`src/rtl/vram_arb_pkg.sv`:
```
package vram_arb_pkg;
   typedef enum logic [2:0] {
      ST_IDLE      = 3'd0,
      ST_RD_SETUP  = 3'd1,
      ST_RD_STROBE = 3'd2,
      ST_WR_SETUP  = 3'd3,
      ST_WR_STROBE = 3'd4,
      ST_WR_TAIL   = 3'd5
   } arb_state_e;
endpackage

```
`src/rtl/vram_arb_sched.sv`:
```
module vram_arb_sched
   import vram_arb_pkg::*;
(
   input  logic       clk,
   input  logic       rst_n,
   input  logic       rd_req,
   input  logic       wr_req,
   output arb_state_e state,
   output logic       take_rd,
   output logic       take_wr
);
   arb_state_e nxt;

   // A new access may start only from idle or from the last clock of an access.
   always_comb begin
      nxt     = state;
      take_rd = 1'b0;
      take_wr = 1'b0;
      unique case (state)
         ST_IDLE, ST_RD_STROBE, ST_WR_TAIL: begin
            if (rd_req) begin
               nxt     = ST_RD_SETUP;
               take_rd = 1'b1;
            end else if (wr_req) begin
               nxt     = ST_WR_SETUP;
               take_wr = 1'b1;
            end else begin
               nxt = ST_IDLE;
            end
         end
         ST_RD_SETUP:  nxt = ST_RD_STROBE;
         ST_WR_SETUP:  nxt = ST_WR_STROBE;
         ST_WR_STROBE: nxt = ST_WR_TAIL;
         default:      nxt = ST_IDLE;
      endcase
   end

   always_ff @(posedge clk or negedge rst_n) begin
      if (!rst_n) state <= ST_IDLE;
      else        state <= nxt;
   end
endmodule

```
`src/rtl/vram_arb_lanes.sv`:
```
module vram_arb_lanes #(
   parameter int DATA_W = 16,
   parameter int BYTE_W = 8,
   localparam int NLANE = DATA_W / BYTE_W
) (
   input  logic              clk,
   input  logic              rst_n,
   input  logic              take_wr,
   input  logic              strobe,
   input  logic [DATA_W-1:0] wr_data,
   input  logic [NLANE-1:0]  wr_be,
   output logic [NLANE-1:0]  mem_we_n,
   output logic [DATA_W-1:0] mem_dout
);
   for (genvar g = 0; g < NLANE; g++) begin : g_lane
      logic              en_q;
      logic [BYTE_W-1:0] byte_q;

      always_ff @(posedge clk or negedge rst_n) begin
         if (!rst_n) begin
            en_q   <= 1'b0;
            byte_q <= '0;
         end else if (take_wr) begin
            en_q   <= wr_be[g];
            byte_q <= wr_data[g*BYTE_W +: BYTE_W];
         end
      end

      assign mem_we_n[g]                    = ~(strobe & en_q);
      assign mem_dout[g*BYTE_W +: BYTE_W]   = byte_q;
   end
endmodule

```
`src/rtl/vram_arb_capture.sv`:
```
module vram_arb_capture #(
   parameter int DATA_W      = 16,
   parameter bit CLEAR_RDATA = 1'b1
) (
   input  logic              clk,
   input  logic              rst_n,
   input  logic              cap,
   input  logic [DATA_W-1:0] mem_din,
   output logic              rd_valid,
   output logic [DATA_W-1:0] rd_data
);
   always_ff @(posedge clk or negedge rst_n) begin
      if (!rst_n) rd_valid <= 1'b0;
      else        rd_valid <= cap;
   end

   if (CLEAR_RDATA) begin : g_clr
      always_ff @(posedge clk or negedge rst_n) begin
         if (!rst_n)   rd_data <= '0;
         else if (cap) rd_data <= mem_din;
      end
   end else begin : g_noclr
      always_ff @(posedge clk) begin
         if (cap) rd_data <= mem_din;
      end
   end
endmodule

```
`src/rtl/vram_arbiter.sv`:
```
module vram_arbiter
   import vram_arb_pkg::*;
#(
   parameter int ADDR_W      = 15,
   parameter int DATA_W      = 16,
   parameter int BYTE_W      = 8,
   parameter bit CLEAR_RDATA = 1'b1
) (
   input  logic                       clk,
   input  logic                       rst_n,
   input  logic                       rd_req,
   input  logic [ADDR_W-1:0]          rd_addr,
   output logic                       rd_gnt,
   output logic                       rd_valid,
   output logic [DATA_W-1:0]          rd_data,
   input  logic                       wr_req,
   input  logic [ADDR_W-1:0]          wr_addr,
   input  logic [DATA_W-1:0]          wr_data,
   input  logic [DATA_W/BYTE_W-1:0]   wr_be,
   output logic                       wr_done,
   output logic [ADDR_W-1:0]          mem_addr,
   output logic                       mem_ce_n,
   output logic                       mem_oe_n,
   output logic [DATA_W/BYTE_W-1:0]   mem_we_n,
   output logic [DATA_W-1:0]          mem_dout,
   output logic                       mem_dq_oe,
   input  logic [DATA_W-1:0]          mem_din
);
   localparam int NLANE = DATA_W / BYTE_W;

   if (BYTE_W < 1 || DATA_W % BYTE_W != 0) begin : g_bad_lane
      $error("DATA_W must be a whole number of BYTE_W lanes");
   end
   if (ADDR_W < 1) begin : g_bad_addr
      $error("ADDR_W must be at least 1");
   end
   if (NLANE < 1) begin : g_bad_nlane
      $error("at least one byte lane is required");
   end

   arb_state_e state;
   logic       take_rd, take_wr;

   vram_arb_sched u_sched (
      .clk     (clk),
      .rst_n   (rst_n),
      .rd_req  (rd_req),
      .wr_req  (wr_req),
      .state   (state),
      .take_rd (take_rd),
      .take_wr (take_wr)
   );

   always_ff @(posedge clk or negedge rst_n) begin
      if (!rst_n)       mem_addr <= '0;
      else if (take_rd) mem_addr <= rd_addr;
      else if (take_wr) mem_addr <= wr_addr;
   end

   vram_arb_lanes #(.DATA_W(DATA_W), .BYTE_W(BYTE_W)) u_lanes (
      .clk      (clk),
      .rst_n    (rst_n),
      .take_wr  (take_wr),
      .strobe   (state == ST_WR_STROBE),
      .wr_data  (wr_data),
      .wr_be    (wr_be),
      .mem_we_n (mem_we_n),
      .mem_dout (mem_dout)
   );

   vram_arb_capture #(.DATA_W(DATA_W), .CLEAR_RDATA(CLEAR_RDATA)) u_cap (
      .clk      (clk),
      .rst_n    (rst_n),
      .cap      (state == ST_RD_STROBE),
      .mem_din  (mem_din),
      .rd_valid (rd_valid),
      .rd_data  (rd_data)
   );

   always_comb begin
      rd_gnt    = (state == ST_RD_SETUP);
      wr_done   = (state == ST_WR_STROBE);
      mem_ce_n  = !(state inside {ST_RD_SETUP, ST_RD_STROBE, ST_WR_SETUP, ST_WR_STROBE});
      mem_oe_n  = !(state inside {ST_RD_SETUP, ST_RD_STROBE});
      mem_dq_oe = (state inside {ST_WR_SETUP, ST_WR_STROBE, ST_WR_TAIL});
   end
endmodule

```
`config.mk`:
```
export PLATFORM = sky130hd
export DESIGN_NAME = vram_arbiter
export DESIGN_NICKNAME = d
export VERILOG_FILES = /design/src/rtl/vram_arb_pkg.sv /design/src/rtl/vram_arb_sched.sv /design/src/rtl/vram_arb_lanes.sv /design/src/rtl/vram_arb_capture.sv /design/src/rtl/vram_arbiter.sv
export SDC_FILE = /design/constraint.sdc
export NUM_CORES = 1
export LEC_CHECK = 0
export ABC_CLOCK_PERIOD_IN_PS = 1400
export BUFFER_PORTS_ARGS = -buffer_cell sky130_fd_sc_hd__clkbuf_2
export CAP_MARGIN = 20
export CORE_MARGIN = 2
export CORE_UTILIZATION = 41
export DETAILED_ROUTE_END_ITERATION = 7
export PLACE_DENSITY = 0.79
export SLEW_MARGIN = 25
export SYNTH_ARGS = -nofsm -noshare
export SYNTH_HDL_FRONTEND = slang
export SYNTH_SLANG_ARGS = --single-unit
```
`constraint.sdc`:
```
create_clock -name clk -period 1.4 [get_ports clk]
set_input_delay 0.28 -clock clk [delete_from_list [all_inputs] [get_ports clk]]
set_output_delay 0.28 -clock clk [all_outputs]
set_load 0.02 [all_outputs]
```
Word-level counts from Yosys, hierarchy flattened
Cells that the tools add are included.
{"block": "word_totals", "wordCells": 35, "latch_bits": 0, "mem_count": 0, "mem_bits_rw": 0, "out_inout_bits": 55, "ff_bits": 53, "rom_bits": 0}
{"block": "classes", "muxes": 10, "eq_ne": 5, "bitwise_logic": 4, "n_reduce_logical": 8, "add_sub_neg": 0, "div": 0, "shift": 0, "order_cmp": 0, "multipliers": 0}
{"cell": "2-to-1 mux 15 bit", "count": 2}
{"cell": "case mux 3 bit (4 select lines)", "count": 1}
{"cell": "equality test 3 x 2 -> 1 bit (second input constant)", "count": 2}
{"cell": "equality test 3 bit (second input constant)", "count": 2}
{"cell": "2-to-1 mux 1 bit", "count": 5}
{"cell": "nonzero test 2 bit", "count": 2}
{"cell": "nonzero test 4 bit", "count": 1}
{"cell": "equality test 3 x 1 -> 1 bit (second input constant)", "count": 1}
{"cell": "zero test 3 bit", "count": 1}
{"cell": "2-to-1 mux 3 bit", "count": 1}
{"cell": "nonzero test 3 bit", "count": 1}
{"cell": "OR reduction 3 bit", "count": 1}
{"cell": "AND 1 bit", "count": 2}
{"cell": "zero test 1 bit", "count": 2}
{"cell": "2-to-1 mux 2 bit", "count": 1}
{"cell": "NOT 1 bit", "count": 2}

Longest topological paths before layout
{"block": "logic_depth", "depth_word": 5, "ltp_mapped": 5, "mapped_depth_nobuf": 4}

Modules after synthesis
From an unflattened synthesis, not the netlist that was laid out.
{"block": "hier_totals", "hier_cells": 167, "hier_area_um2": 2352.3}
{"mod": "vram_arbiter", "n_inst": 1, "seq_area_each_um2": 375.4, "area_per_inst_um2": 760.7, "cells_each": 75}
{"mod": "vram_arb_lanes", "n_inst": 1, "seq_area_each_um2": 450.4, "area_per_inst_um2": 729.4, "cells_each": 40}
{"mod": "vram_arb_capture", "n_inst": 1, "seq_area_each_um2": 425.4, "area_per_inst_um2": 674.4, "cells_each": 35}
{"mod": "vram_arb_sched", "n_inst": 1, "seq_area_each_um2": 75.1, "area_per_inst_um2": 187.7, "cells_each": 17}

Worst setup path after synthesis
Ideal clock, no wire load.
{"block": "synth_timing", "path_kind": "flip-flop to output port", "start": "register u_sched.state[2]", "end": "output mem_we_n[0]", "arrival_ps": 1358, "stages_incl_launch_ff": 5, "path_slack_ps": -238, "path_cell_list": "dfrtp_1 > or2b_1 > or2_2 > inv_1 > nand2_1"}
{"block": "synth_via", "elab_chain_len": 3}
{"item": "start, declared", "line": "vram_arb_sched.sv:8", "rtl": "output arb_state_e state,"}
{"item": "start signal, assigned", "line": "vram_arb_sched.sv:40", "rtl": "else state <= nxt;"}
{"item": "equality test 3 bit"}
{"item": "named net wr_done", "line": "vram_arbiter.sv:20", "rtl": "output logic wr_done,"}
{"item": "AND 1 bit", "line": "vram_arb_lanes.sv:29", "rtl": "assign mem_we_n[g] = ~(strobe & en_q);"}
{"item": "NOT 1 bit", "line": "vram_arb_lanes.sv:29"}
{"item": "end, declared", "line": "vram_arbiter.sv:24", "rtl": "output logic [DATA_W/BYTE_W-1:0] mem_we_n,"}
The timed path passes the listed nets, and every way through them passes these cells.

Worst setup path in the final report
{"block": "layout_timing", "start": "register u_sched.state[1]", "end": "output mem_we_n[0]"}
{"block": "layout_via", "elab_chain_len": 3}
{"item": "equality test 3 bit", "line": "vram_arbiter.sv:64", "rtl": ".strobe (state == ST_WR_STROBE),"}
{"item": "AND 1 bit", "line": "vram_arb_lanes.sv:29"}
{"item": "NOT 1 bit", "line": "vram_arb_lanes.sv:29"}
No other way between the ends.

==> results.md <==
- Post-placement cell area: 3210 um2
- YS warnings: 0
- Compound-Gate Fraction of Synth Area: 2.26%
- Antenna cells: 0
- Root Buffer: clkbuf_8
- VDD IR max: 0.00131 V
- Clk buf depth: 2
- Core Region: 5570 um2
- Final period utilization: 128%
- Failing checks: negative setup slack
- Slew @ Worst Pin: 349 ps
- Final hold viol count: 0
- CP Capture Type: output port
- Status: complete, but fails checks
- Fin crit period: 1790 ps
- Clk slew on worst S/H paths: 100 ps
- Commonest cells after routing, fill and taps aside: clkbuf_2 (115), dfrtp_1 (51), mux2_4 (48)
- Drt wl/cell: 15.3 um
- Hold Path Cell Cnt: 2
- Sequential area share after synthesis: 55.7%
- Antenna violations before repair: 0
- Die width: 80.2 um
- Post-Route Hold Slack: 206 ps
- HP Class: primary input to register
- Mapped Avg Cell Area: 16.1 um2
- Initial Util: 42.7%
- Pins Over Slew Limit: 0
- # nets final: 376
- Setup Crit Path Kind: register to output port
- Pin count of the biggest net entering global routing: 54
- Worst-Skew Late Latency: 300 ps
- Mapped Nets: 216
- Total number of vias: 1824
- Mux contribution to synthesized area: 33.8%
- Leak: 2.01 nW
- Clock Skew: 10.3 ps
- Syn Inst Count: 148
- Synth Area in Simple Gates: 5.15%
- Yosys cell types: 26
- RSZ-0062 raised after global routing: yes
- IO buf count: 122
- # setup viols final: 58
- Die Y-Extent: 80.2 um
- Clock sinks: 53
- Pre-antenna DRT Iters: 4
- Fin area: 3800 um2
- CTS H-tree lvls: 2
- Share of post-route cells with drive strength above 1: 79.3%
- Max-cap viol count: 0
- Largest family of logic cells by synthesized area: multiplexers
- Row count: 27
- Number of remaining DRC errors: 0
- Vias in the first global route: 1953
- Post-Syn Area: 2380 um2
- Pre-CTS setup slack: -110 ps
- Fmax: 558 MHz
- DP HPWL: 3860 um
- Slew HR: 76.7%
- XOR/XNOR Fraction of Synth Area: 0.368%
- Setup tns final: -14060 ps
- Worst reg-to-reg path cell count: 6
- Worst setup SP type: register
- CP Data Arrival Time: 1510 ps
- Tot GR Track Use: 18.7%
- Power per Cell Area: 2560 nW/um2
- CTS tree: done
- Seq cells post-synth: 53
- Drt total wl: 5820 um
- ANT nets after route: 0
- Area grow syn2layout: 59.5%
- DR iter-0 viols: 31
- Vias per inst: 4.79
- GRT overflow: 0
- Die area: 6430 um2
- Area share of fa/ha/maj cells after synthesis: 0%
- Critical path fanouts, max: 3
- First-pass GRT wire length: 9320 um
- GPL Wtd Cong: 0.769
- Worst EP required: 1120 ps
- Num CTS Buffers: 5
- Most common cell after layout, fill and taps aside: clkbuf_2
- Setup ws final: -391 ps
- # IOs: 123
-- per-stage QoR --
stage / instances / power (mW) / utilization, %
2_1_floorplan: 148 / 5.76 / -
3_3_place_gp: 351 / 7.19 / 57.6
3_5_place_dp: 351 / 7.30 / 57.6
4_1_cts: 376 / 9.49 / 66.9
5_1_grt: 381 / 10.2 / 68.1
6_report: 381 / 9.72 / 68.1
-- logic make-up after synthesis --
logic type                count (synthesis)
AOI/OAI and AO/OA                         4
xor gates and xnor gates                  1
buffers and inverters                     7
DFF                                      53
muxes                                    63
and+or+nand+nor                          20
-- critical path, cell delays in order, from the launching register on --
cell,delay (ps)
dfrtp_2,420
or2b_1,260
or2_4,270
inv_4,70
nand2_2,50
buf_6,130
-- sequential cells by signal, indices dropped and copies added, names as in the netlist --
name	cells
u_cap.rd_data	16
u_lanes.g_lane.byte_q	16
mem_addr	15
u_sched.state	3
u_lanes.g_lane.en_q	2
u_cap.rd_valid	1
-- layer usage --
layer | part of all wire (%) | track usage [%] | vias to the layer above
li1 | - | - | 843
met1 | 42 | 24.0 | 886
met2 | 50 | 32.7 | 89
met3 | 7.6 | 3.82 | 6
met4 | 0.91 | 3.56 | 0
met5 | 0 | 0 | -
-- repair_timing --
| item | in CTS | in global routing |
|---|---|---|
| cloned | 4 | 1 |
| endpoints found under the setup margin | 47 | 58 |
| resized for setup | 58 | 23 |
| pin swaps | 8 | 6 |
| setup buffers | 13 | 7 |
| hold buffers | 1 | 0 |
| endpoints found under the hold margin | 53 | 0 |
-- worst paths after layout --
kind / end / start / slack (ps)
setup reg to reg: mem_addr[5] / u_sched.state[0] / -330
hold reg to reg: u_cap.rd_data[4] / u_cap.rd_data[4] / 520
setup / recovery: mem_we_n[0] / u_sched.state[1] / -390
hold / removal: u_cap.rd_data[13] / mem_din[13] / 210
max in group asynchronous: u_sched.state[1] / rst_n / 620
min in group asynchronous: mem_addr[13] / rst_n / 500
-- synthesized netlist by cell type --
| library cell | number | share of area (%) |
|---|---|---|
| or2_2 | 2 | 0.53 |
| mux2_2 | 36 | 17 |
| buf_8 | 1 | 0.63 |
| o21ai_4 | 1 | 0.68 |
| or2b_1 | 1 | 0.32 |
| inv_1 | 1 | 0.16 |
| xor2_1 | 1 | 0.37 |
| nor2_1 | 2 | 0.32 |
| buf_4 | 1 | 0.32 |
| mux2i_1 | 1 | 0.42 |
| nand2b_1 | 1 | 0.26 |
| and2_1 | 1 | 0.26 |
| o211ai_1 | 1 | 0.32 |
| nand3_1 | 2 | 0.42 |
| buf_6 | 3 | 1.4 |
| dfrtp_1 | 53 | 56 |
| nand2_1 | 5 | 0.79 |
| and3b_4 | 1 | 0.53 |
| o22ai_4 | 1 | 0.84 |
| clkbuf_1 | 1 | 0.16 |
| nor3b_1 | 1 | 0.32 |
| mux2_4 | 26 | 16 |
| and2b_1 | 1 | 0.32 |
| nand3b_1 | 2 | 0.63 |
| a311o_1 | 1 | 0.42 |
| nor2_4 | 1 | 0.47 |
-- where the power goes --
part | internal [mW] | switching [mW]
Combinational | 3.28 | 2.59
Clock | 0.531 | 0.484
Sequential | 2.33 | 0.494
-- final cells by class --
class,instances,area (um2)
inverters,1,6.26
flip-flops and latches,53,1330
multi-input cells,88,1130
clock inverters,2,35.0
clock buffers,6,72.6
repair buffers,159,1130
well taps,72,90.1
fillers,415,1780
Power figures use the tool's default switching activity.
